### config.mk
export PLATFORM = sky130hd
export DESIGN_NAME = supply_enable_ctrl
export DESIGN_NICKNAME = d
export VERILOG_FILES = /design/src/rtl/supply_enable_pkg.sv /design/src/rtl/supply_holdoff.sv /design/src/rtl/supply_chan.sv /design/src/rtl/supply_enable_ctrl.sv
export SDC_FILE = /design/constraint.sdc
export NUM_CORES = 1
export LEC_CHECK = 0
export CAP_MARGIN = 25
export CORE_MARGIN = 10
export CORE_UTILIZATION = 45
export DETAILED_ROUTE_END_ITERATION = 8
export PLACE_DENSITY = 0.72
export SLEW_MARGIN = 20
export SYNTH_ARGS = -nofsm -noshare
export SYNTH_HDL_FRONTEND = slang
export SYNTH_SLANG_ARGS = --single-unit
export TNS_END_PERCENT = 10
### constraint.sdc
create_clock -name clk_i -period 3.35 [get_ports clk_i]
set_clock_uncertainty 0.05 [all_clocks]
set_input_delay 0.67 -clock clk_i [delete_from_list [all_inputs] [get_ports clk_i]]
set_output_delay 0.67 -clock clk_i [all_outputs]
set_load 0.005 [all_outputs]
### src/rtl/supply_enable_pkg.sv
package supply_enable_pkg;
  localparam int unsigned CODE_W   = 4;
  localparam int unsigned CFG_W    = 5;
  localparam int unsigned RETRY_W  = 4;
  localparam int unsigned CODE_MAX = (1 << CODE_W) - 1;
  localparam int unsigned CODE_MID = 1 << (CODE_W - 1);

  typedef logic [CODE_W-1:0] code_t;
  typedef logic [CFG_W-1:0]  cfg_t;

  typedef struct packed {
    logic oc;
    logic lu;
  } trip_t;

  function automatic code_t sat_code(input cfg_t v);
    if (v > cfg_t'(CODE_MAX)) return code_t'(CODE_MAX);
    return code_t'(v);
  endfunction
endpackage

### src/rtl/supply_holdoff.sv
module supply_holdoff #(
  parameter int unsigned HOLD = 1024
) (
  input  logic clk_i,
  input  logic rst_ni,
  input  logic load_i,
  output logic busy_o,
  output logic done_o
);
  localparam int unsigned CNT_W = $clog2(HOLD + 1);

  logic [CNT_W-1:0] cnt_q;

  always_ff @(posedge clk_i or negedge rst_ni) begin
    if (!rst_ni)              cnt_q <= '0;
    else if (load_i)          cnt_q <= CNT_W'(HOLD);
    else if (cnt_q != '0)     cnt_q <= cnt_q - CNT_W'(1);
  end

  assign busy_o = (cnt_q != '0);
  // last low cycle of the window; a reload takes priority
  assign done_o = (cnt_q == CNT_W'(1)) && !load_i;
endmodule

### src/rtl/supply_chan.sv
module supply_chan
  import supply_enable_pkg::*;
#(
  parameter int unsigned HOLD = 1024
) (
  input  logic               clk_i,
  input  logic               rst_ni,
  input  logic               auto_i,
  input  logic               wr_hit_i,
  input  logic               wr_en_i,
  input  code_t              wr_code_i,
  input  trip_t              trip_i,
  input  trip_t              clr_i,
  output logic               pwr_o,
  output code_t              code_o,
  output trip_t              flag_o,
  output logic [RETRY_W-1:0] retry_o
);
  logic               pwr_q;
  code_t              code_q;
  trip_t              flag_q;
  logic [RETRY_W-1:0] retry_q;
  logic               any_trip, busy, done;

  assign any_trip = trip_i.oc | trip_i.lu;

  supply_holdoff #(.HOLD(HOLD)) u_hold (
    .clk_i  (clk_i),
    .rst_ni (rst_ni),
    .load_i (auto_i && any_trip),
    .busy_o (busy),
    .done_o (done)
  );

  always_ff @(posedge clk_i or negedge rst_ni) begin
    if (!rst_ni) begin
      pwr_q   <= 1'b0;
      retry_q <= '0;
    end else if (auto_i) begin
      if (any_trip) begin
        pwr_q <= 1'b0;
      end else if (done) begin
        pwr_q <= 1'b1;
        if (retry_q != '1) retry_q <= retry_q + RETRY_W'(1);
      end else if (!busy && !pwr_q) begin
        pwr_q <= 1'b1;  // power-up without command
      end
    end else begin
      if (any_trip)      pwr_q <= 1'b0;
      else if (wr_hit_i) pwr_q <= wr_en_i && !(flag_q.oc || flag_q.lu);
    end
  end

  always_ff @(posedge clk_i or negedge rst_ni) begin
    if (!rst_ni)       code_q <= code_t'(CODE_MID);
    else if (wr_hit_i) code_q <= wr_code_i;
  end

  // set wins over a simultaneous clear
  always_ff @(posedge clk_i or negedge rst_ni) begin
    if (!rst_ni) begin
      flag_q <= '0;
    end else begin
      flag_q.oc <= trip_i.oc | (flag_q.oc & ~clr_i.oc);
      flag_q.lu <= trip_i.lu | (flag_q.lu & ~clr_i.lu);
    end
  end

  assign pwr_o   = pwr_q;
  assign code_o  = code_q;
  assign flag_o  = flag_q;
  assign retry_o = retry_q;
endmodule

### src/rtl/supply_enable_ctrl.sv
module supply_enable_ctrl
  import supply_enable_pkg::*;
#(
  parameter int unsigned NUM_CH = 4,
  parameter int unsigned HOLD   = 1024,
  localparam int unsigned CH_W  = (NUM_CH > 1) ? $clog2(NUM_CH) : 1
) (
  input  logic                        clk_i,
  input  logic                        rst_ni,
  input  logic                        auto_mode_i,
  input  logic                        wr_valid_i,
  input  logic [CH_W-1:0]             wr_ch_i,
  input  logic                        wr_en_i,
  input  logic [CFG_W-1:0]            wr_vcode_i,
  input  logic [NUM_CH-1:0]           oc_i,
  input  logic [NUM_CH-1:0]           lu_i,
  input  logic [NUM_CH-1:0]           clr_oc_i,
  input  logic [NUM_CH-1:0]           clr_lu_i,
  output logic [NUM_CH-1:0]           pwr_en_o,
  output logic [NUM_CH*CODE_W-1:0]    vcode_o,
  output logic [NUM_CH-1:0]           oc_flag_o,
  output logic [NUM_CH-1:0]           lu_flag_o,
  output logic [NUM_CH*RETRY_W-1:0]   retry_o
);
  code_t wr_code;
  assign wr_code = sat_code(wr_vcode_i);

  for (genvar i = 0; i < NUM_CH; i++) begin : g_ch
    trip_t trip, clr, flag;
    logic  hit;

    assign hit  = wr_valid_i && (wr_ch_i == CH_W'(i));
    assign trip = '{oc: oc_i[i], lu: lu_i[i]};
    assign clr  = '{oc: clr_oc_i[i], lu: clr_lu_i[i]};

    supply_chan #(.HOLD(HOLD)) u_chan (
      .clk_i     (clk_i),
      .rst_ni    (rst_ni),
      .auto_i    (auto_mode_i),
      .wr_hit_i  (hit),
      .wr_en_i   (wr_en_i),
      .wr_code_i (wr_code),
      .trip_i    (trip),
      .clr_i     (clr),
      .pwr_o     (pwr_en_o[i]),
      .code_o    (vcode_o[i*CODE_W +: CODE_W]),
      .flag_o    (flag),
      .retry_o   (retry_o[i*RETRY_W +: RETRY_W])
    );

    assign oc_flag_o[i] = flag.oc;
    assign lu_flag_o[i] = flag.lu;
  end
endmodule

Word-level counts from Yosys, hierarchy flattened
Cells that the tools add are included.
{"block": "classes", "eq_ne": 15, "multipliers": 0, "shifts": 0, "magnitude_cmp": 1, "n_addsub": 8, "bitwise_logic": 32, "n_div": 0, "muxes": 35, "n_reduce_logical": 61}
{"operator": "two-way mux 11 bit", "n": 8}
{"operator": "equality test 11 x 1 -> 1 bit, second input constant", "n": 4}
{"operator": "nonzero test 11 bit", "n": 4}
{"operator": "subtractor 11 x 1 -> 11 bit, second input constant", "n": 4}
{"operator": "two-way mux 1 bit", "n": 25}
{"operator": "logical AND 1 bit", "n": 20}
{"operator": "adder 4 x 1 -> 4 bit, second input constant", "n": 4}
{"operator": "logical NOT 1 bit", "n": 16}
{"operator": "!= test 4 x 1 -> 1 bit, second input constant", "n": 4}
{"operator": "!= test 4 bit, second input constant", "n": 4}
{"operator": "AND reduction 4 bit", "n": 4}
{"operator": "NOT 1 bit", "n": 12}
{"operator": "OR 1 bit", "n": 12}
{"operator": "nonzero test 3 bit", "n": 4}
{"operator": "AND 1 bit", "n": 8}
{"operator": "two-way mux 4 bit", "n": 2}
{"operator": "AND reduction 2 bit", "n": 4}
{"operator": "nonzero test 2 bit", "n": 4}
{"operator": "> comparator 5 x 4 -> 1 bit, second input constant", "n": 1}
{"operator": "equality test 2 bit, second input constant", "n": 2}
{"operator": "logical OR 1 bit", "n": 4}
{"operator": "equality test 2 x 1 -> 1 bit, second input constant", "n": 1}
{"operator": "logical NOT 2 bit", "n": 1}
{"block": "totals", "elab_cells": 176, "ram_bits": 0, "reg_bits": 88, "latchBits": 0, "memories": 0, "rom_bits": 0}

Longest topological paths before layout
Gate-level depths: netlist of the first run.
{"block": "depth", "depth_word": 7, "mapped_depth": 7, "ltp_nobuf": 6}

Modules after synthesis
A second synthesis of the first run with hierarchy kept.
{"block": "unflattened", "hier_cells": 412, "hier_area_um2": 4631.9}
{"mod": "supply_holdoff", "area_each_um2": 659.4, "cells_each": 64, "seq_area_each_um2": 275.3, "instances": 4}
{"mod": "supply_chan", "area_each_um2": 483.0, "cells_each": 37, "seq_area_each_um2": 276.5, "instances": 4}
{"mod": "supply_enable_ctrl", "area_each_um2": 62.6, "cells_each": 8, "seq_area_each_um2": 0.0, "instances": 1}

Least setup slack after synthesis of the first run
Ideal clock, no wire load.
{"block": "synth_path", "path_type": "register -> register", "startpoint": "register g_ch[1].u_chan.u_hold.cnt_q[0]", "endpoint": "register g_ch[1].u_chan.u_hold.cnt_q[8]", "n_path_buf": 1, "stages_incl_launch_ff": 8, "arrival_time_ns": 1.939, "required_ns": 3.165, "slack_ns": 1.226, "setup_time_ns": 0.135, "path_cell_list": "dfrtp_1 inv_1 ha_1 or4b_2 clkbuf_1 nor4_1 mux2i_1 nor2_1"}
{"block": "synth_between", "elab_chain_len": 3, "elab_cells_between_ends": 5, "classes_between": "add/sub (1); mux (2); reduce/logical (2)"}
{"item": "start: declaration", "line": "supply_holdoff.sv:12", "rtl": "logic [CNT_W-1:0] cnt_q;"}
{"item": "start signal: assignment", "line": "supply_holdoff.sv:16", "rtl": "else if (load_i) cnt_q <= CNT_W'(HOLD);"}
{"item": "start signal: assignment", "line": "supply_holdoff.sv:17", "rtl": "else if (cnt_q != '0) cnt_q <= cnt_q - CNT_W'(1);"}
{"item": "subtractor 11 x 1 -> 11 bit", "line": "supply_holdoff.sv:17"}
{"item": "two-way mux 11 bit", "line": "supply_holdoff.sv:17"}
{"item": "two-way mux 11 bit", "line": "supply_holdoff.sv:16"}
Several ways; a longest one is shown, not always the timed one. The select of a mux whose other input is x is not followed.
A chain may end at the register's enable or synchronous reset.

Worst setup path in the final report of the first run
Same ends and word-level chain as after synthesis.

==> out/results.ini, run 1 <==
[outcome]
status=completed

[critical_path]
critPathKind=reg2reg
critical_path.max_fanout=7
crit_path_end_kind=register
crit_path_start_kind=register
cp.required_ps=3520
worst_ep_arrival_time_ps=2550

[floorplanning]
ios=72
die-area_um2=14000
die_y_um=118
rows=35
core-area_um2=9330
die_x_um=118
initial_utilization=0.467

[sta]
tightest_slew_ps=720
fin_crit_ps=2380
setup_viol=0
tns_ps=0
hold_viol=0
setup_ws_ps=974
fmax_ghz=0.421
rsz0062_at_grt=no
fin_crit_sh=0.709
slew_violations=0
slew_headroom=0.518

[finish]
layout_common_cells=dfrtp_1, clkdlybuf4s50_1, nor2_1, inv_1, nand2_1
n_fill_cell=792
drive_gt1_frac=0.0878
antenna_cells=0
final_common_cell=dfrtp_1
nNetsFinal=559
syn_to_final_growth_pct=24.1

[synthesis]
ys_types=55
synth_nets=480
netlist_instances=440
ys_seq_area_frac=0.507
netlist_area_um2=4360
avgSynthCellArea_um2=9.90
synth_edf_count=0
async_reset_ff_frac=1.00
synthFlopType=dfrtp_1
ys_ff_latch=88
ys_warn_count=0

[worst_hold_path]
hp-class=in2async

[route]
drt_pass1_iterations=4
routed_wl_mm=9.81
route.antenna.remaining_nets=0
drt_iter0_markers=162
wire_per_inst_um=15.0
vias_per_cell=5.36
drc=0
dr_total_vias=3501

[cts]
cts_buffer_depth=2
path_clk_slew_ps=90
cts_tree=done
cts_resized=0
h-tree-depth=3
ctsHoldBuffers=0
cts_root_buf=clkbuf_8
cts_made_buffers=9
clk_latency_ps=360
cts_setup_buffers=0
clock-sinks=88

[pwr]
p_leak_uw=0.00239
p_clk_frac=0.189
power_uw=3580
seqPwrFrac=0.445
switching_share=0.373
p_switching_uw=1330
combPwrFrac=0.366
ir_worst_vdd_v=0.000312
p_per_area_nw_per_um2=662
intPower_uw=2250

[grt]
grt_max_degree=43
grt_pass1_vias=3398
grt_pass1_wl_mm=16.6
grt_antenna_before_repair=0
grt_usage=0.140
grt_overflow=0

[run]
maxCapViolations=0

[placed_design]
dp_slack_ps=795
dp_hpwl_mm=7.40
gp_congestion=0.826
numPortBuffers=71

[cell families after synthesis]
logic type	synth area share
muxes	0.0195
AOI/OAI and AO/OA	0.139
adders and majority gates	0.0345
buffers and inverters	0.0353
and+or+nand+nor	0.217
xor gates and xnor gates	0.0482
DFF	0.507
[layer usage]
layer	global-route usage	part of all wire
met3	0.0485	0.058
met5	0	0
met2	0.212	0.45
met1	0.183	0.47
met4	0.0458	0.022
[per-stage QoR]
| stage | util | area (µm²) | hold slack, ps | cells |
|---|---|---|---|---|
| 6_report | 0.580 | 5410 | 227 | 653 |
| 5_1_grt | 0.580 | 5410 | 243 | 653 |
| 4_1_cts | 0.580 | 5410 | 241 | 653 |
| 3_5_place_dp | 0.560 | 5230 | 420 | 637 |
| 3_3_place_gp | 0.560 | 5230 | 415 | 637 |
| 2_1_floorplan | - | 4360 | 324 | 440 |
[worst max-delay path, cell delays in order (launching register included)]
cell and delay [ps]:
dfrtp_1 440, inv_1 110, ha_1 290, or4b_2 730, nor4_1 310, mux2i_1 250
nor2_1 60
[flip-flops by register name (all words and copies together), names as in the netlist]
name,count
g_ch.u_chan.u_hold.cnt_q,44
g_ch.u_chan.code_o,16
g_ch.u_chan.retry_o,16
g_ch.u_chan.flag_o,8
g_ch.u_chan.pwr_o,4
[layout make-up]
cell class / count / area, µm² / share of cell area
clock inverter: 6 / 43.8 / 0.00810
timing repair buffer: 78 / 761 / 0.141
inverter: 27 / 101 / 0.0187
tap: 129 / 161 / 0.0298
multi-input combinational: 315 / 2000 / 0.369
sequential: 88 / 2210 / 0.408
clock buffer: 10 / 138 / 0.0255
[power groups by stage]
| stage | clock network [µW] | logic, µW | registers (µW) |
|---|---|---|---|
| floorplan | 0 | 931 | 1550 |
| global placement | 0 | 1270 | 1590 |
| detailed placement | 0 | 1310 | 1600 |
| CTS | 696 | 1320 | 1590 |
| global route | 749 | 1480 | 1630 |
| finish | 678 | 1310 | 1590 |
[worst paths after layout]
kind	start	end	slack (ps)	cells after the start
min in group clk_i	g_ch[2].u_chan.code_o[3]$_DFFE_PN1P_	g_ch[2].u_chan.code_o[3]$_DFFE_PN1P_	430	2
hold reg to reg	g_ch[2].u_chan.code_o[3]$_DFFE_PN1P_	g_ch[2].u_chan.code_o[3]$_DFFE_PN1P_	430	2
setup / recovery	g_ch[1].u_chan.u_hold.cnt_q[0]$_DFFE_PN0P_	g_ch[1].u_chan.u_hold.cnt_q[8]$_DFFE_PN0P_	970	6
setup reg to reg	g_ch[1].u_chan.u_hold.cnt_q[0]$_DFFE_PN0P_	g_ch[1].u_chan.u_hold.cnt_q[8]$_DFFE_PN0P_	970	6
max in group asynchronous	rst_ni	g_ch[1].u_chan.code_o[3]$_DFFE_PN1P_	2260	2
hold / removal	rst_ni	g_ch[2].u_chan.retry_o[0]$_DFFE_PN0P_	230	1
[synth_stat cells (all sizes together) (5+ instances only)]
cell type / n / area share
dfrtp: 84 / 0.48
nor2: 56 / 0.048
inv: 27 / 0.023
nand2: 26 / 0.022
o21ai: 24 / 0.028
a21oi: 23 / 0.026
xor2: 17 / 0.034
nand3: 15 / 0.017
nor3: 15 / 0.017
or3: 13 / 0.020
ha: 12 / 0.034
a21o: 10 / 0.017
nor4: 9 / 0.018
or4: 9 / 0.019
nand2b: 8 / 0.011
xnor2: 7 / 0.014
clkbuf: 6 / 0.0052
a211oi: 5 / 0.0086
nand4: 5 / 0.0072
nor2b: 5 / 0.0072
o211ai: 5 / 0.0086
(Power assumes the default switching activity.)
==> inputs of run 2 (changes only) <==
==> constraint.sdc (replaced) <==
create_clock -name clk_i -period 2.2 [get_ports clk_i]
set_clock_uncertainty 0.05 [all_clocks]
set_input_delay 0.44 -clock clk_i [delete_from_list [all_inputs] [get_ports clk_i]]
set_output_delay 0.44 -clock clk_i [all_outputs]
set_load 0.005 [all_outputs]
==> out/results.ini, run 2 (synthesis gave the netlist of run 1 again) <==
[worst_hold_path]
hp-class=reg2reg
hold_depth=2

[cts]
clk_latency_ps=370
cts_tree=done
h-tree-depth=3
cts_root_buf=clkbuf_8
path_clk_slew_ps=80
clock-sinks=88
cts_buffer_depth=2
cts_made_buffers=9

[route]
met1_length_mm=4.86
dr_total_vias=3600
top_layer_used=met4
vias_per_cell=5.35
dr_wl_met3_um=553
route.antenna.remaining_nets=0
drt_iter0_markers=231
wire_per_inst_um=15.7
routed_wl_mm=10.6
wl_met2_mm=4.97
drc=0
drt_pass1_iterations=4

[finish]
antenna_cells=0
layout_common_cells=dfrtp_1, clkdlybuf4s50_1, nor2_1, inv_1, buf_4
regArea_um2=2210
nNetsFinal=580
largest_register=g_ch.u_chan.u_hold.cnt_q
largest_reg_flops=44
multi_input_area_um2=2010
drive_gt1_frac=0.123
final_cells=673
final_common_cell=dfrtp_1
postLayoutCoreUtil=0.603
syn_to_final_growth_pct=29.1
n_fill_cell=761

[sta]
slew_violations=0
rsz0062_at_grt=no
hold_viol=0
fin_crit_sh=0.945
setup_ws_ps=121
fmax_ghz=0.481
tns_ps=0
slew_headroom=0.601
fin_crit_ps=2080
tightest_slew_ps=594
setup_viol=0

[pwr]
ir_worst_vdd_v=0.000382
p_per_area_nw_per_um2=1030
p_leak_uw=0.00252

[critical_path]
worst_ep_arrival_time_ps=2280
r2r_cells=4
critPathKind=reg2reg
crit_path_end_kind=register
cp.required_ps=2400
critical_path.max_fanout=6
crit_path_start_kind=register

[floorplanning]
die-area_um2=14000
die_x_um=118
rows=35
die_y_um=118
initial_utilization=0.467
ios=72
core-area_um2=9330

[grt]
grt_pass1_vias=3697
grt_overflow=0
grt_usage=0.151
grt_antenna_before_repair=0
grt_pass1_wl_mm=17.9
grt_max_degree=38

[placed_design]
dp_hpwl_mm=7.80
numPortBuffers=71
dp_slack_ps=78.5
place_inst=656
gp_congestion=0.845

[outcome]
status=completed

[run]
maxCapViolations=0

-- run 2: changes by cell type in the layout (fill, tap and decap cells not counted), moves of 2 or more --
cell,before,now
clkbuf_1,0,2
clkinvlp_4,4,1
nor4_1,7,5
buf_4,8,27
nor4_2,1,3
bufinv_16,0,2
-- run 2: repair_timing --
item | 4_1_cts | 5_1_grt
resized for setup | 0 | 5
endpoints found under the hold margin | 12 | 0
endpoints found under the setup margin | 0 | 6
setup buffers | 0 | 1
hold buffers | 1 | 0
-- run 2: routing by layer --
metal | GRT usage | vias up
met5 | 0 | -
met4 | 0.0527 | 0
met3 | 0.0414 | 13
met2 | 0.242 | 73
met1 | 0.191 | 1742
li1 | - | 1772
-- run 2: final cells by class --
type | count | share of cell area
inverter | 27 | 0.0180
tap | 129 | 0.0287
timing repair buffer | 99 | 0.166
clock inverter | 4 | 0.0129
multi-input combinational | 315 | 0.358
sequential | 88 | 0.393
clock buffer | 11 | 0.0234
-- run 2: worst paths after layout --
kind                                                       startpoint                                         end  slack [ps]
max                        g_ch[0].u_chan.u_hold.cnt_q[5]$_DFFE_PN0P_       g_ch[0].u_chan.retry_o[1]$_DFFE_PN0P_         120
min                              g_ch[1].u_chan.code_o[1]$_DFFE_PN0P_        g_ch[1].u_chan.code_o[1]$_DFFE_PN0P_         430
max reg2reg                g_ch[0].u_chan.u_hold.cnt_q[5]$_DFFE_PN0P_       g_ch[0].u_chan.retry_o[1]$_DFFE_PN0P_         120
min reg2reg                      g_ch[1].u_chan.code_o[1]$_DFFE_PN0P_        g_ch[1].u_chan.code_o[1]$_DFFE_PN0P_         430
max in group asynchronous                                      rst_ni        g_ch[0].u_chan.code_o[3]$_DFFE_PN1P_         920
min in group asynchronous                                      rst_ni  g_ch[3].u_chan.u_hold.cnt_q[2]$_DFFE_PN0P_         530
-- run 2: power by group --
part | leakage, µW | total (µW) | switching (µW) | internal, µW
registers | 0.00110 | 2400 | 396 | 2000
logic | 0.00131 | 2190 | 1110 | 1080
clock network | 0.0000994 | 1200 | 566 | 633
total | 0.00252 | 5790 | 2070 | 3710
-- run 2: worst max-delay path, cell delays in order, from the launching register on --
cell and delay (ps):
dfrtp_1 420, or4_4 570, or3_4 420, nor2_2 160
mux2_2 350
-- run 2: through the flow --
stage / total power [µW] / hold WS [ps] / instance area (µm²)
2_1_floorplan: 3780 / 94.4 / 4360
3_3_place_gp: 4470 / 390 / 5380
3_5_place_dp: 4560 / 393 / 5380
4_1_cts: 5790 / 439 / 5600
5_1_grt: 6210 / 451 / 5620
6_report: 5790 / 435 / 5620
